`config.mk`:
```
export PLATFORM = sky130hd
export DESIGN_NAME = cdb_decoder
export DESIGN_NICKNAME = d
export VERILOG_FILES = /design/src/rtl/cdb_pkg.sv /design/src/rtl/cdb_slot.sv /design/src/rtl/cdb_collector.sv /design/src/rtl/cdb_decode.sv /design/src/rtl/cdb_decoder.sv
export SDC_FILE = /design/constraint.sdc
export NUM_CORES = 1
export LEC_CHECK = 0
export BUFFER_PORTS_ARGS = -buffer_cell sky130_fd_sc_hd__buf_4
export CAP_MARGIN = 25
export CELL_PAD_IN_SITES_DETAIL_PLACEMENT = 1
export CELL_PAD_IN_SITES_GLOBAL_PLACEMENT = 2
export CORE_MARGIN = 10
export CORE_UTILIZATION = 40
export DETAILED_ROUTE_END_ITERATION = 10
export HOLD_SLACK_MARGIN = 0.1
export PLACE_DENSITY = 0.84
export SLEW_MARGIN = 0
export SYNTH_ARGS = -nofsm -noshare
export SYNTH_HDL_FRONTEND = slang
export SYNTH_HIERARCHICAL = 1
export SYNTH_SLANG_ARGS = --single-unit
```
`constraint.sdc`:
```
create_clock -name clk -period 5.7 [get_ports clk]
set_input_delay 0.285 -clock clk [delete_from_list [all_inputs] [get_ports clk]]
set_output_delay 0.285 -clock clk [all_outputs]
set_load 0.01 [all_outputs]
```
`src/rtl/cdb_pkg.sv`:
```
package cdb_pkg;
   typedef enum logic [1:0] {
      OPC_UNSUP    = 2'd0,
      OPC_READ     = 2'd1,
      OPC_WRITE    = 2'd2,
      OPC_CAPACITY = 2'd3
   } opc_class_e;

   localparam logic [7:0] OPC_READ10  = 8'h28;
   localparam logic [7:0] OPC_WRITE10 = 8'h2A;
   localparam logic [7:0] OPC_RDCAP   = 8'h25;

   localparam int CAP_RESP_BYTES = 8;
   localparam int OPCODE_SLOT    = 1;
   localparam int LBA_FIRST_SLOT = 3;
endpackage

```
`src/rtl/cdb_slot.sv`:
```
module cdb_slot #(
   parameter int IDX_W = 5,
   parameter int SLOT  = 0
) (
   input  logic             clk,
   input  logic             rst_n,
   input  logic             byte_valid,
   input  logic             cmd_start,
   input  logic [IDX_W-1:0] cur_idx,
   input  logic [7:0]       byte_data,
   output logic [7:0]       nxt
);
   logic [7:0] held_q;

   // Value this slot holds once the current byte is taken in.
   always_comb begin
      if (cur_idx == IDX_W'(SLOT))
         nxt = byte_data;
      else if (cmd_start)
         nxt = '0;
      else
         nxt = held_q;
   end

   always_ff @(posedge clk or negedge rst_n) begin
      if (!rst_n)
         held_q <= '0;
      else if (byte_valid)
         held_q <= nxt;
   end
endmodule

```
`src/rtl/cdb_collector.sv`:
```
module cdb_collector
   import cdb_pkg::*;
#(
   parameter int IDX_W     = 5,
   parameter int LBA_BYTES = 4,
   parameter int CNT_BYTES = 2
) (
   input  logic                   clk,
   input  logic                   rst_n,
   input  logic                   byte_valid,
   input  logic [7:0]             byte_data,
   input  logic                   cmd_start,
   input  logic                   pio_mode,
   output logic [7:0]             nxt_opcode,
   output logic [LBA_BYTES*8-1:0] nxt_lba,
   output logic [CNT_BYTES*8-1:0] nxt_cnt,
   output logic [IDX_W-1:0]       nxt_len
);
   localparam int LBA_W     = LBA_BYTES * 8;
   localparam int CNT_W     = CNT_BYTES * 8;
   localparam int CNT_FIRST = LBA_FIRST_SLOT + LBA_BYTES + 1;
   localparam logic [IDX_W-1:0] POS_MAX = '1;

   logic [IDX_W-1:0] pos_q;
   logic [IDX_W-1:0] cur_idx;

   // A programmed-I/O command starts at index 1; index 0 is an implied zero.
   always_comb begin
      if (cmd_start)
         cur_idx = pio_mode ? IDX_W'(1) : '0;
      else
         cur_idx = pos_q;
      nxt_len = (cur_idx == POS_MAX) ? POS_MAX : cur_idx + IDX_W'(1);
   end

   always_ff @(posedge clk or negedge rst_n) begin
      if (!rst_n)
         pos_q <= '0;
      else if (byte_valid)
         pos_q <= (cur_idx == POS_MAX) ? POS_MAX : cur_idx + IDX_W'(1);
   end

   cdb_slot #(.IDX_W(IDX_W), .SLOT(OPCODE_SLOT)) u_opc (
      .clk(clk), .rst_n(rst_n), .byte_valid(byte_valid), .cmd_start(cmd_start),
      .cur_idx(cur_idx), .byte_data(byte_data), .nxt(nxt_opcode)
   );

   for (genvar g = 0; g < LBA_BYTES; g++) begin : g_lba
      cdb_slot #(.IDX_W(IDX_W), .SLOT(LBA_FIRST_SLOT + g)) u_slot (
         .clk(clk), .rst_n(rst_n), .byte_valid(byte_valid), .cmd_start(cmd_start),
         .cur_idx(cur_idx), .byte_data(byte_data), .nxt(nxt_lba[LBA_W-1-8*g -: 8])
      );
   end

   for (genvar g = 0; g < CNT_BYTES; g++) begin : g_cnt
      cdb_slot #(.IDX_W(IDX_W), .SLOT(CNT_FIRST + g)) u_slot (
         .clk(clk), .rst_n(rst_n), .byte_valid(byte_valid), .cmd_start(cmd_start),
         .cur_idx(cur_idx), .byte_data(byte_data), .nxt(nxt_cnt[CNT_W-1-8*g -: 8])
      );
   end
endmodule

```
`src/rtl/cdb_decode.sv`:
```
module cdb_decode
   import cdb_pkg::*;
#(
   parameter int LBA_W     = 32,
   parameter int CNT_W     = 16,
   parameter int OPT_SHIFT = 2,
   parameter int SECT_LOG2 = 9
) (
   input  logic [7:0]                         opcode,
   input  logic [LBA_W-1:0]                   lba_raw,
   input  logic [CNT_W-1:0]                   cnt_raw,
   input  logic                               optical,
   output opc_class_e                         cls,
   output logic                               dir,
   output logic [LBA_W+OPT_SHIFT-1:0]         lba_s,
   output logic [CNT_W+OPT_SHIFT-1:0]         cnt_s,
   output logic [CNT_W+OPT_SHIFT+SECT_LOG2-1:0] bytes
);
   localparam int AO_W = LBA_W + OPT_SHIFT;
   localparam int CO_W = CNT_W + OPT_SHIFT;
   localparam int BC_W = CO_W + SECT_LOG2;

   logic [AO_W-1:0] lba_sc;
   logic [CO_W-1:0] cnt_sc;

   if (OPT_SHIFT == 0) begin : g_noscale
      assign lba_sc = lba_raw;
      assign cnt_sc = cnt_raw;
   end else begin : g_scale
      assign lba_sc = optical ? {lba_raw, {OPT_SHIFT{1'b0}}} : {{OPT_SHIFT{1'b0}}, lba_raw};
      assign cnt_sc = optical ? {cnt_raw, {OPT_SHIFT{1'b0}}} : {{OPT_SHIFT{1'b0}}, cnt_raw};
   end

   always_comb begin
      cls   = OPC_UNSUP;
      dir   = 1'b0;
      lba_s = '0;
      cnt_s = '0;
      bytes = '0;
      case (opcode)
         OPC_READ10: begin
            cls   = OPC_READ;
            dir   = 1'b1;
            lba_s = lba_sc;
            cnt_s = cnt_sc;
            bytes = {cnt_sc, {SECT_LOG2{1'b0}}};
         end
         OPC_WRITE10: begin
            cls   = OPC_WRITE;
            lba_s = lba_sc;
            cnt_s = cnt_sc;
            bytes = {cnt_sc, {SECT_LOG2{1'b0}}};
         end
         OPC_RDCAP: begin
            cls   = OPC_CAPACITY;
            dir   = 1'b1;
            bytes = BC_W'(CAP_RESP_BYTES);
         end
         default: ;
      endcase
   end
endmodule

```
`src/rtl/cdb_decoder.sv`:
```
module cdb_decoder
   import cdb_pkg::*;
#(
   parameter int LBA_BYTES  = 4,
   parameter int CNT_BYTES  = 2,
   parameter int IDX_W      = 5,
   parameter int SECT_LOG2  = 9,
   parameter int OPT_SHIFT  = 2,
   parameter int TGT_W      = 3,
   parameter int MAX_TARGET = 4
) (
   input  logic                                           clk,
   input  logic                                           rst_n,
   input  logic                                           byte_valid,
   input  logic [7:0]                                     byte_data,
   input  logic                                           cmd_start,
   input  logic                                           cmd_last,
   input  logic                                           pio_mode,
   input  logic                                           dev_optical,
   input  logic [TGT_W-1:0]                               target_id,
   output logic                                           req_valid,
   output logic [1:0]                                     op_class,
   output logic                                           xfer_dir,
   output logic [LBA_BYTES*8+OPT_SHIFT-1:0]               blk_addr,
   output logic [CNT_BYTES*8+OPT_SHIFT-1:0]               blk_count,
   output logic [CNT_BYTES*8+OPT_SHIFT+SECT_LOG2-1:0]     byte_count,
   output logic                                           unsupported,
   output logic                                           no_device,
   output logic [IDX_W-1:0]                               cmd_len,
   output logic [7:0]                                     cap_sector_byte
);
   localparam int LBA_W     = LBA_BYTES * 8;
   localparam int CNT_W     = CNT_BYTES * 8;
   localparam int AO_W      = LBA_W + OPT_SHIFT;
   localparam int CO_W      = CNT_W + OPT_SHIFT;
   localparam int BC_W      = CO_W + SECT_LOG2;
   localparam int LAST_SLOT = LBA_FIRST_SLOT + LBA_BYTES + CNT_BYTES;
   localparam logic [7:0] CAP_DISK = 8'((1 << SECT_LOG2) >> 8);
   localparam logic [7:0] CAP_OPT  = 8'((1 << (SECT_LOG2 + OPT_SHIFT)) >> 8);

   if (LAST_SLOT >= (1 << IDX_W) - 1) begin : g_bad_idx
      $error("IDX_W too narrow for the command layout");
   end
   if (SECT_LOG2 + OPT_SHIFT < 8 || SECT_LOG2 + OPT_SHIFT > 15) begin : g_bad_sect
      $error("sector sizes must fit the capacity byte");
   end
   if (MAX_TARGET >= (1 << TGT_W)) begin : g_bad_tgt
      $error("MAX_TARGET exceeds target_id range");
   end

   logic [7:0]       c_opcode;
   logic [LBA_W-1:0] c_lba;
   logic [CNT_W-1:0] c_cnt;
   logic [IDX_W-1:0] c_len;

   cdb_collector #(.IDX_W(IDX_W), .LBA_BYTES(LBA_BYTES), .CNT_BYTES(CNT_BYTES)) u_coll (
      .clk(clk), .rst_n(rst_n), .byte_valid(byte_valid), .byte_data(byte_data),
      .cmd_start(cmd_start), .pio_mode(pio_mode),
      .nxt_opcode(c_opcode), .nxt_lba(c_lba), .nxt_cnt(c_cnt), .nxt_len(c_len)
   );

   opc_class_e       d_cls;
   logic             d_dir;
   logic [AO_W-1:0]  d_lba;
   logic [CO_W-1:0]  d_cnt;
   logic [BC_W-1:0]  d_bytes;

   cdb_decode #(.LBA_W(LBA_W), .CNT_W(CNT_W), .OPT_SHIFT(OPT_SHIFT), .SECT_LOG2(SECT_LOG2)) u_dec (
      .opcode(c_opcode), .lba_raw(c_lba), .cnt_raw(c_cnt), .optical(dev_optical),
      .cls(d_cls), .dir(d_dir), .lba_s(d_lba), .cnt_s(d_cnt), .bytes(d_bytes)
   );

   // The request is latched on the edge that takes in the final byte.
   always_ff @(posedge clk or negedge rst_n) begin
      if (!rst_n) begin
         req_valid   <= 1'b0;
         op_class    <= '0;
         xfer_dir    <= 1'b0;
         blk_addr    <= '0;
         blk_count   <= '0;
         byte_count  <= '0;
         unsupported <= 1'b0;
         no_device   <= 1'b0;
         cmd_len     <= '0;
      end else begin
         req_valid <= byte_valid && cmd_last;
         if (byte_valid && cmd_last) begin
            op_class    <= d_cls;
            xfer_dir    <= d_dir;
            blk_addr    <= d_lba;
            blk_count   <= d_cnt;
            byte_count  <= d_bytes;
            unsupported <= (d_cls == OPC_UNSUP);
            no_device   <= (target_id > TGT_W'(MAX_TARGET));
            cmd_len     <= c_len;
         end
      end
   end

   assign cap_sector_byte = dev_optical ? CAP_OPT : CAP_DISK;

   p_pulse_r2: assert property (@(posedge clk) disable iff (!rst_n)
      req_valid |-> $past(byte_valid && cmd_last));

   p_write_dir_r3: assert property (@(posedge clk) disable iff (!rst_n)
      (req_valid && op_class == 2'(OPC_WRITE)) |-> !xfer_dir);

   p_read_dir_r3: assert property (@(posedge clk) disable iff (!rst_n)
      (req_valid && op_class == 2'(OPC_READ)) |-> xfer_dir);

   p_unsup_zero_r7: assert property (@(posedge clk) disable iff (!rst_n)
      (req_valid && unsupported) |-> (blk_addr == '0 && blk_count == '0 && byte_count == '0));

   p_nodev_r9: assert property (@(posedge clk) disable iff (!rst_n)
      req_valid |-> (no_device == ($past(target_id) > TGT_W'(MAX_TARGET))));

   if (OPT_SHIFT > 0) begin : g_scale_chk
      p_opt_align_r6: assert property (@(posedge clk) disable iff (!rst_n)
         (req_valid && $past(dev_optical)) |->
            (blk_addr[OPT_SHIFT-1:0] == '0 && blk_count[OPT_SHIFT-1:0] == '0));

      p_disk_range_r5: assert property (@(posedge clk) disable iff (!rst_n)
         (req_valid && !$past(dev_optical)) |->
            (blk_count[CO_W-1:CNT_W] == '0 && blk_addr[AO_W-1:LBA_W] == '0));
   end
endmodule

```
==> results of run 1 <==
## kinds of logic after synthesis
group | after synthesis | share of synthesized area
DFF | 151 | 0.4304
buffers and inverters | 134 | 0.09079
AOI/OAI and AO/OA | 72 | 0.04447
and+or+nand+nor | 301 | 0.1943
other | 2 | 0.0008555
adders and majority gates | 1 | 0.001425
xor gates and xnor gates | 1 | 0.0009979
muxes | 189 | 0.2367
## stage by stage
| stage | setup WS [ns] | power (W) | instances | hold WS, ns |
|---|---|---|---|---|
| 2_1_floorplan | 2.705 | 0.001458 | 863 | -0.01059 |
| 3_3_place_gp | 1.661 | 0.001574 | 1187 | 0.3325 |
| 3_5_place_dp | 1.539 | 0.001585 | 1187 | 0.3352 |
| 4_1_cts | 1.982 | 0.002772 | 1220 | 0.1104 |
| 5_1_grt | 1.728 | 0.002851 | 1220 | 0.1542 |
| 6_report | 1.948 | 0.002741 | 1220 | 0.1232 |
## state kept, by name (all words and copies together), names as in the netlist, 2 cells and up
name                        cells
byte_count                     27
u_coll/g_lba.u_slot/held_q     32
cmd_len                         5
u_coll/u_opc/held_q             8
op_class                        2
u_coll/pos_q                    5
u_coll/g_cnt.u_slot/held_q     16
blk_addr                       34
blk_count                      18
## per-layer routing
metal / GRT usage / vias up / wire, um
li1: - / 3047 / -
met1: 0.2191 / 3232 / 11090
met2: 0.2894 / 109 / 12090
met3: 0.03260 / 21 / 951
met4: 0.05488 / 0 / 325
met5: 0 / - / 0
## worst reg2reg max path, stage by stage, from the launching register on
cell and delay, ns:
dfrtp_1 0.44, and2b_1 0.39, nor3b_4 0.45, and2_2 0.28, o21ai_0 0.09, or4b_2 1.02, buf_4 0.44, nor4_1 0.34
mux2_2 0.21
## power groups by stage
stage	logic, W	registers [W]	clock network (W)
CTS	0.000418	0.00115	0.00120
detailed placement	0.000415	0.00117	0
global placement	0.000408	0.00117	0
finish	0.000412	0.00115	0.00118
floorplan	0.000287	0.00117	0
global route	0.000451	0.00116	0.00124
## cell type report
type | count | area (sq um) | area share
multi-input cells | 578 | 4248 | 0.4207
clock inverters | 11 | 147.6 | 0.01462
repair buffers | 115 | 869.6 | 0.08612
inverters | 64 | 242.7 | 0.02404
flip-flops and latches | 151 | 3779 | 0.3742
well taps | 280 | 350.3 | 0.03470
clock buffers | 21 | 460.4 | 0.04560
## how the worst min path moves through the flow
stage                       startpoint     endpoint  slack, ns  cells past startpoint
after floorplan                  rst_n  blk_addr[0]      -0.01                      0
after global placement           rst_n  blk_addr[6]       0.33                      1
after detailed placement         rst_n  blk_addr[8]       0.34                      1
after CTS                 target_id[1]    no_device       0.11                      3
after global routing      target_id[1]    no_device       0.15                      3
final                     target_id[1]    no_device       0.12                      3
## cell usage in the layout (no fill, tap or decap), types with 3 or more instances in the layout
cell type  count
a211oi_1       3
a21oi_1        4
a31oi_1        3
and2_2         6
and2b_1        3
and3_1         5
buf_4        113
bufinv_16      3
clkbuf_16     17
clkinv_2       3
clkinv_4       3
conb_1        14
dfrtp_1      151
inv_1         63
mux2_2        69
mux2_4        20
mux2i_1      100
nand2_1       72
nand2b_1      56
nand3_1       57
nor2_1         6
nor2b_1        5
nor3_1        64
nor3b_4        4
nor4_1         3
o21ai_0       53
o21ai_1        4
## timing repair
action                    CTS  global route
hold endpoints to repair   64             0
buffers inserted            0             0
hold buffers                1             0
==> results_dict.tcl, run 1 <==
set metrics [dict create \
    status "finished, final reports clean" \
    skew_ns 0.01114 \
    synth-edff-count 0 \
    fin_setup_tns_ns 0 \
    worst_ep_required_time_ns 6.07 \
    criticalPathCategory "in2reg" \
    gp_congestion 0.8041 \
    internal_power_w 0.001972 \
    initial_core_util 0.4048 \
    area_growth_pct 15.02 \
    vdd_ir_drop_max_v 0.0002001 \
    grt_overflow 0 \
    worstMarginPinSlew_ns 0.9118 \
    synth_most_common_cell "dfrtp_1" \
    setup_viol 0 \
    finalInstanceArea_sq_mm 0.01010 \
    synth_seq_cells 151 \
    worstSetupPathDepth 9 \
    path_delay_family "simple AND/OR/NAND/NOR gates" \
    seq_power_share 0.420 \
    place.port_buffers 109 \
    arrival_ns 4.12 \
    slew_headroom 0.3921 \
    cpMostUsedCell "buf_4" \
    h-tree-depth 4 \
    crit_path_max_incr_delay_ns 1.02 \
    r2r_slack_ns 1.98 \
    route.detailed.drc 0 \
    cts.clk_slew.worst_paths_ns 0.06 \
    dr.pass1.iters 5 \
    die_y_um 168.1 \
    power.switching_w 0.0007691 \
    fmax_mhz 266.5 \
    async_flop_share 1.000 \
    grt_first_pass_wirelength_mm 39.36 \
    synth_top_area_cell "dfrtp_1" \
    r2r_end "byte_count[10]" \
    cts_tree "done" \
    crit_slowest_cell "or4b_2" \
    slew_violations 0 \
    synth_flop_cell "dfrtp_1" \
    diodes 0 \
    drive_above_1_share 0.2777 \
    clock_power_share 0.430 \
    routed_via_density 5.253 \
    swShare 0.2806 \
    rows 54 \
    cap_violations 0 \
    pin_count 116 \
    p_per_area_mw_per_mm2 271.5 \
    min_period_over_period 0.6583 \
    design.core.area_sq_mm 0.02169 \
    netlist_top_cells_count "dfrtp_1 (151), mux2i_1 (100), nand2_1 (72)" \
    ant_nets 0 \
    leakage_nw 4.683 \
    drt_iter0_markers 280 \
    synth_cells 851 \
    hpwl_mm 16.19 \
    synth_top_area_share 0.4304 \
    netlist_area_sq_mm 0.008778 \
    ys_seq_area_frac 0.4304 \
    die-area_sq_mm 0.02827 \
    drt-total-wl_mm 24.46 \
    final_hold_viol_count 0 \
    clk-insertion-delay-late_ns 0.43 \
    grt_util_all_layers 0.1725 \
    crit_fanout 73 \
    cp-end-kind "flop" \
    via_count 6409 \
    antenna_found_initial 0 \
    die_x_um 168.1 \
    cts_made_buffers 17 \
    ys_types 52 \
    cts_buffer_depth 2 \
    ff2ff_path_depth 8 \
    grt_max_degree 74 \
    root_buffer "clkbuf_16" \
    r2r_start "u_coll/pos_q[4]" \
    ys_warn_count 6 \
    crit_path_start_kind "input pin" \
    path_cells "buf_4 > and2b_1 > nor3b_4 > and2_2 > o21ai_0 > or4b_2 > buf_4 > nor4_1 > mux2_2" \
    synth.area.top_cells "dfrtp_1 (43%), mux2i_1 (11%), mux2_2 (8.9%)" \
    utilization 0.4656 \
    placed_area_sq_mm 0.009479 \
    rsz0062_at_grt "no" \
    layout_min_cycle_time_ns 3.752 \
    wl_per_cell_um 20.05 \
    layout.nets 946 \
    endpoint "byte_count[10]" \
    path_buf_inv 2 \
    hold_path_class "in2reg" \
    cts.sinks 151 \
    combPwrFrac 0.150 \
    grt_pass1_vias 6902 \
    nFillCells 2444 \
    postCtsResizedCells 0 \
    startpoint "cmd_start" \
    avgSynthCellArea_sq_um 10.32 \
]
No activity file was read; power rests on OpenSTA's default activity.
==> run 2: changes to the inputs <==
- ABC_AREA: not set -> 1
- CORE_UTILIZATION: 40 -> 31
- PLACE_DENSITY: 0.84 -> 0.76
- clock period: 5.7 -> 3.3 ns (I/O delays scaled with it)
==> run 2 against run 1 <==
Effect of this change:
- synthesized cell count rose by 38%
- core utilization fell by 9.1 points
- first-iteration DRC count rose by 11%
- register-to-register slack got worse by 1.3 ns
- global-route usage fell by 2.0 points
- routed wire length rose by 8.7%
- setup slack got worse by 1.3 ns
- critical path depth rose by 8
- clock skew rose by 0.0078 ns
- highest routed layer unchanged
==> results_dict.tcl, run 2 <==
set metrics [dict create \
    status "finished, final reports clean" \
    ant_nets 0 \
    synth-edff-count 0 \
    antenna_found_initial 0 \
    ys_types 32 \
    use_met1 0.2055 \
    synth.area.top_cells "dfrtp_1 (42%), nand2_1 (21%), nor2_4 (6.6%)" \
    final_common_cell "nand2_1" \
    final_hold_viol_count 0 \
    hold_start "byte_valid" \
    regArea_sq_mm 0.003779 \
    mostFrequentLayoutCells "nand2_1 (511), dfrtp_1 (151), buf_4 (119)" \
    fmax_mhz 376.6 \
    fin_setup_tns_ns 0 \
    synth_most_common_cell "nand2_1" \
    clk-insertion-delay-late_ns 0.44 \
    cts.clk_slew.worst_paths_ns 0.07 \
    rows 62 \
    crit_fanout 32 \
    setup_viol 0 \
    top_regs "blk_addr: 34 flops, u_coll/g_lba.u_slot/held_q: 32 flops, byte_count: 27 flops" \
    crit_path_start_kind "flop" \
    hold_path_class "in2reg" \
    min_period_over_period 0.8046 \
    slew_headroom 0.3370 \
    design.core.area_sq_mm 0.02870 \
    netlist_area_sq_mm 0.009031 \
    cts_made_buffers 17 \
    cts_buffer_depth 2 \
    netlist_top_cells_count "nand2_1 (511), dfrtp_1 (151), inv_1 (95)" \
    drt_iter0_markers 311 \
    routed_via_density 4.526 \
    criticalPathCategory "reg2reg" \
    worstMarginPinSlew_ns 0.9944 \
    grt_overflow 0 \
    rsz0062_at_grt "no" \
    grt_util_all_layers 0.1523 \
    vdd_ir_drop_max_v 0.0003271 \
    via_count 7550 \
    fin_cells 1668 \
    use_met3 0.02542 \
    ff2ff_path_depth 17 \
    dr.pass1.iters 6 \
    ys_warn_count 6 \
    route.detailed.drc 0 \
    post_cts_buffers 0 \
    placed_cells 1632 \
    nFillCells 3538 \
    grt_pass1_vias 8016 \
    die_y_um 190.7 \
    largest_reg_flops 34 \
    grt_use_met2 0.2471 \
    h-tree-depth 4 \
    multiInputGateArea_sq_mm 0.004486 \
    hold_depth 3 \
    hpwl_mm 18.80 \
    initial_core_util 0.3146 \
    p_per_area_mw_per_mm2 465.0 \
    r2r_end "blk_addr[5]" \
    pin_count 116 \
    synth_cells 1171 \
    cts_tree "done" \
    leakage_nw 5.846 \
    gp_congestion 0.7888 \
    arrival_ns 2.97 \
    grt_first_pass_wirelength_mm 44.62 \
    place.port_buffers 109 \
    hold_path_end "u_coll/pos_q[3]" \
    fin_hold_ws_ns 0.1787 \
    die-area_sq_mm 0.03636 \
    layout.nets 1290 \
    skew_ns 0.01898 \
    busiest_layer "met2" \
    root_buffer "clkbuf_16" \
    async_flop_share 1.000 \
    cp-end-kind "flop" \
    slew_violations 0 \
    wl_per_cell_um 15.95 \
    drive_above_1_share 0.1893 \
    ys_seq_area_frac 0.4184 \
    r2r_start "u_coll/pos_q[0]" \
    synth_flop_cell "dfrtp_1" \
    grt_max_degree 90 \
    synth_top_area_cell "dfrtp_1" \
    cts.sinks 151 \
    cap_violations 0 \
    worst_ep_required_time_ns 3.61 \
    synth_top_area_share 0.4184 \
    synth_seq_cells 151 \
    layout_min_cycle_time_ns 2.655 \
    r2r_slack_ns 0.64 \
    die_x_um 190.7 \
    largest_register "blk_addr" \
    drt-total-wl_mm 26.60 \
    avgSynthCellArea_sq_um 7.712 \
    area_growth_pct 18.91 \
    diodes 0 \
]
==> run 2: changes by cell type in the layout (fill, tap and decap cells not counted), sizes merged, moves of 7 or more <==
| cell | delta |
|---|---|
| nand3 | +17 |
| and2 | +49 |
| mux2i | -62 |
| inv | +40 |
| nand4 | +49 |
| o21ai | -49 |
| nor2 | +89 |
| mux2 | -89 |
| and3 | -7 |
| nand2 | +455 |
| nand2b | -56 |
| buf | +9 |
| nor3 | -66 |
==> run 2: cells by family (layout without fill, tap and decap cells) <==
family / Yosys count / in the layout / synth area share
and+or+nand+nor: 806 / 806 / 0.4386
DFF: 151 / 151 / 0.4184
adders and majority gates: 1 / 1 / 0.001385
xor gates and xnor gates: 1 / 1 / 0.0009700
AOI/OAI and AO/OA: 12 / 12 / 0.006927
buffers and inverters: 160 / 261 / 0.09074
other: 2 / 14 / 0.0008316
muxes: 38 / 38 / 0.04212
==> run 2: worst max path at each step <==
stage / start / end / slack, ns / depth (start not counted)
global route: u_coll/pos_q[0] / blk_addr[4] / 0.34 / 17
floorplan: u_coll/pos_q[3] / blk_count[13] / 0.53 / 18
CTS: u_coll/pos_q[0] / blk_addr[14] / 0.64 / 17
detailed placement: cmd_start / blk_addr[7] / 0.53 / 19
global placement: cmd_start / byte_count[13] / 0.65 / 19
finish: u_coll/pos_q[0] / blk_addr[5] / 0.64 / 17
==> run 2: timing repair <==
| item | CTS | global route |
|---|---|---|
| resized for setup | 0 | 0 |
| endpoints found under the hold margin | 81 | 0 |
| hold buffers | 4 | 0 |
==> run 2: power by group <==
group / internal (W) / switching, W / leakage (nW) / total [W]
combinational: 0.000285 / 0.000603 / 3.50 / 0.000888
clock: 0.00120 / 0.000873 / 0.289 / 0.00207
sequential: 0.00197 / 0.0000649 / 2.06 / 0.00203
==> run 2: area by class of cell <==
cell class              instances  share of cell area
multi-input cells             872              0.4177
flip-flops and latches        151              0.3519
repair buffers                127             0.09356
well taps                     384             0.04474
clock buffers                  19             0.04031
inverters                     102             0.03589
clock inverters                13             0.01596
==> run 2: through the flow <==
step | utilization | worst slack [ns] | total power, W | cell area, sq um
after CTS | 0.3742 | 0.6400 | 0.005085 | 10740
after detailed placement | 0.3517 | 0.5347 | 0.002963 | 10090
after global routing | 0.3742 | 0.3406 | 0.005281 | 10740
final | 0.3742 | 0.6449 | 0.004993 | 10740
after floorplan | - | 0.5253 | 0.002688 | 9076
after global placement | 0.3517 | 0.6516 | 0.002946 | 10090
==> run 2: worst max-delay path, cell delays in order (launching register included) <==
cell     delay, ns
dfrtp_1       0.36
nand2_1       0.07
nand2_2       0.27
inv_1         0.13
nor2_4        0.22
nand3_4       0.16
nand2_1       0.10
and2_1        0.16
inv_2         0.05
nand2_1       0.07
nor2_1        0.05
nand2_2       0.08
nand2_2       0.07
inv_4         0.23
buf_12        0.29
nor2_1        0.07
nand2_1       0.07
nand2_1       0.05
==> run 2: per-layer routing <==
metal	share of wire	vias to the layer above	routed length, um
met5	0	-	0
met4	0.011	0	299
met3	0.030	18	788
met2	0.46	105	12270
met1	0.50	3622	13240
li1	-	3805	-
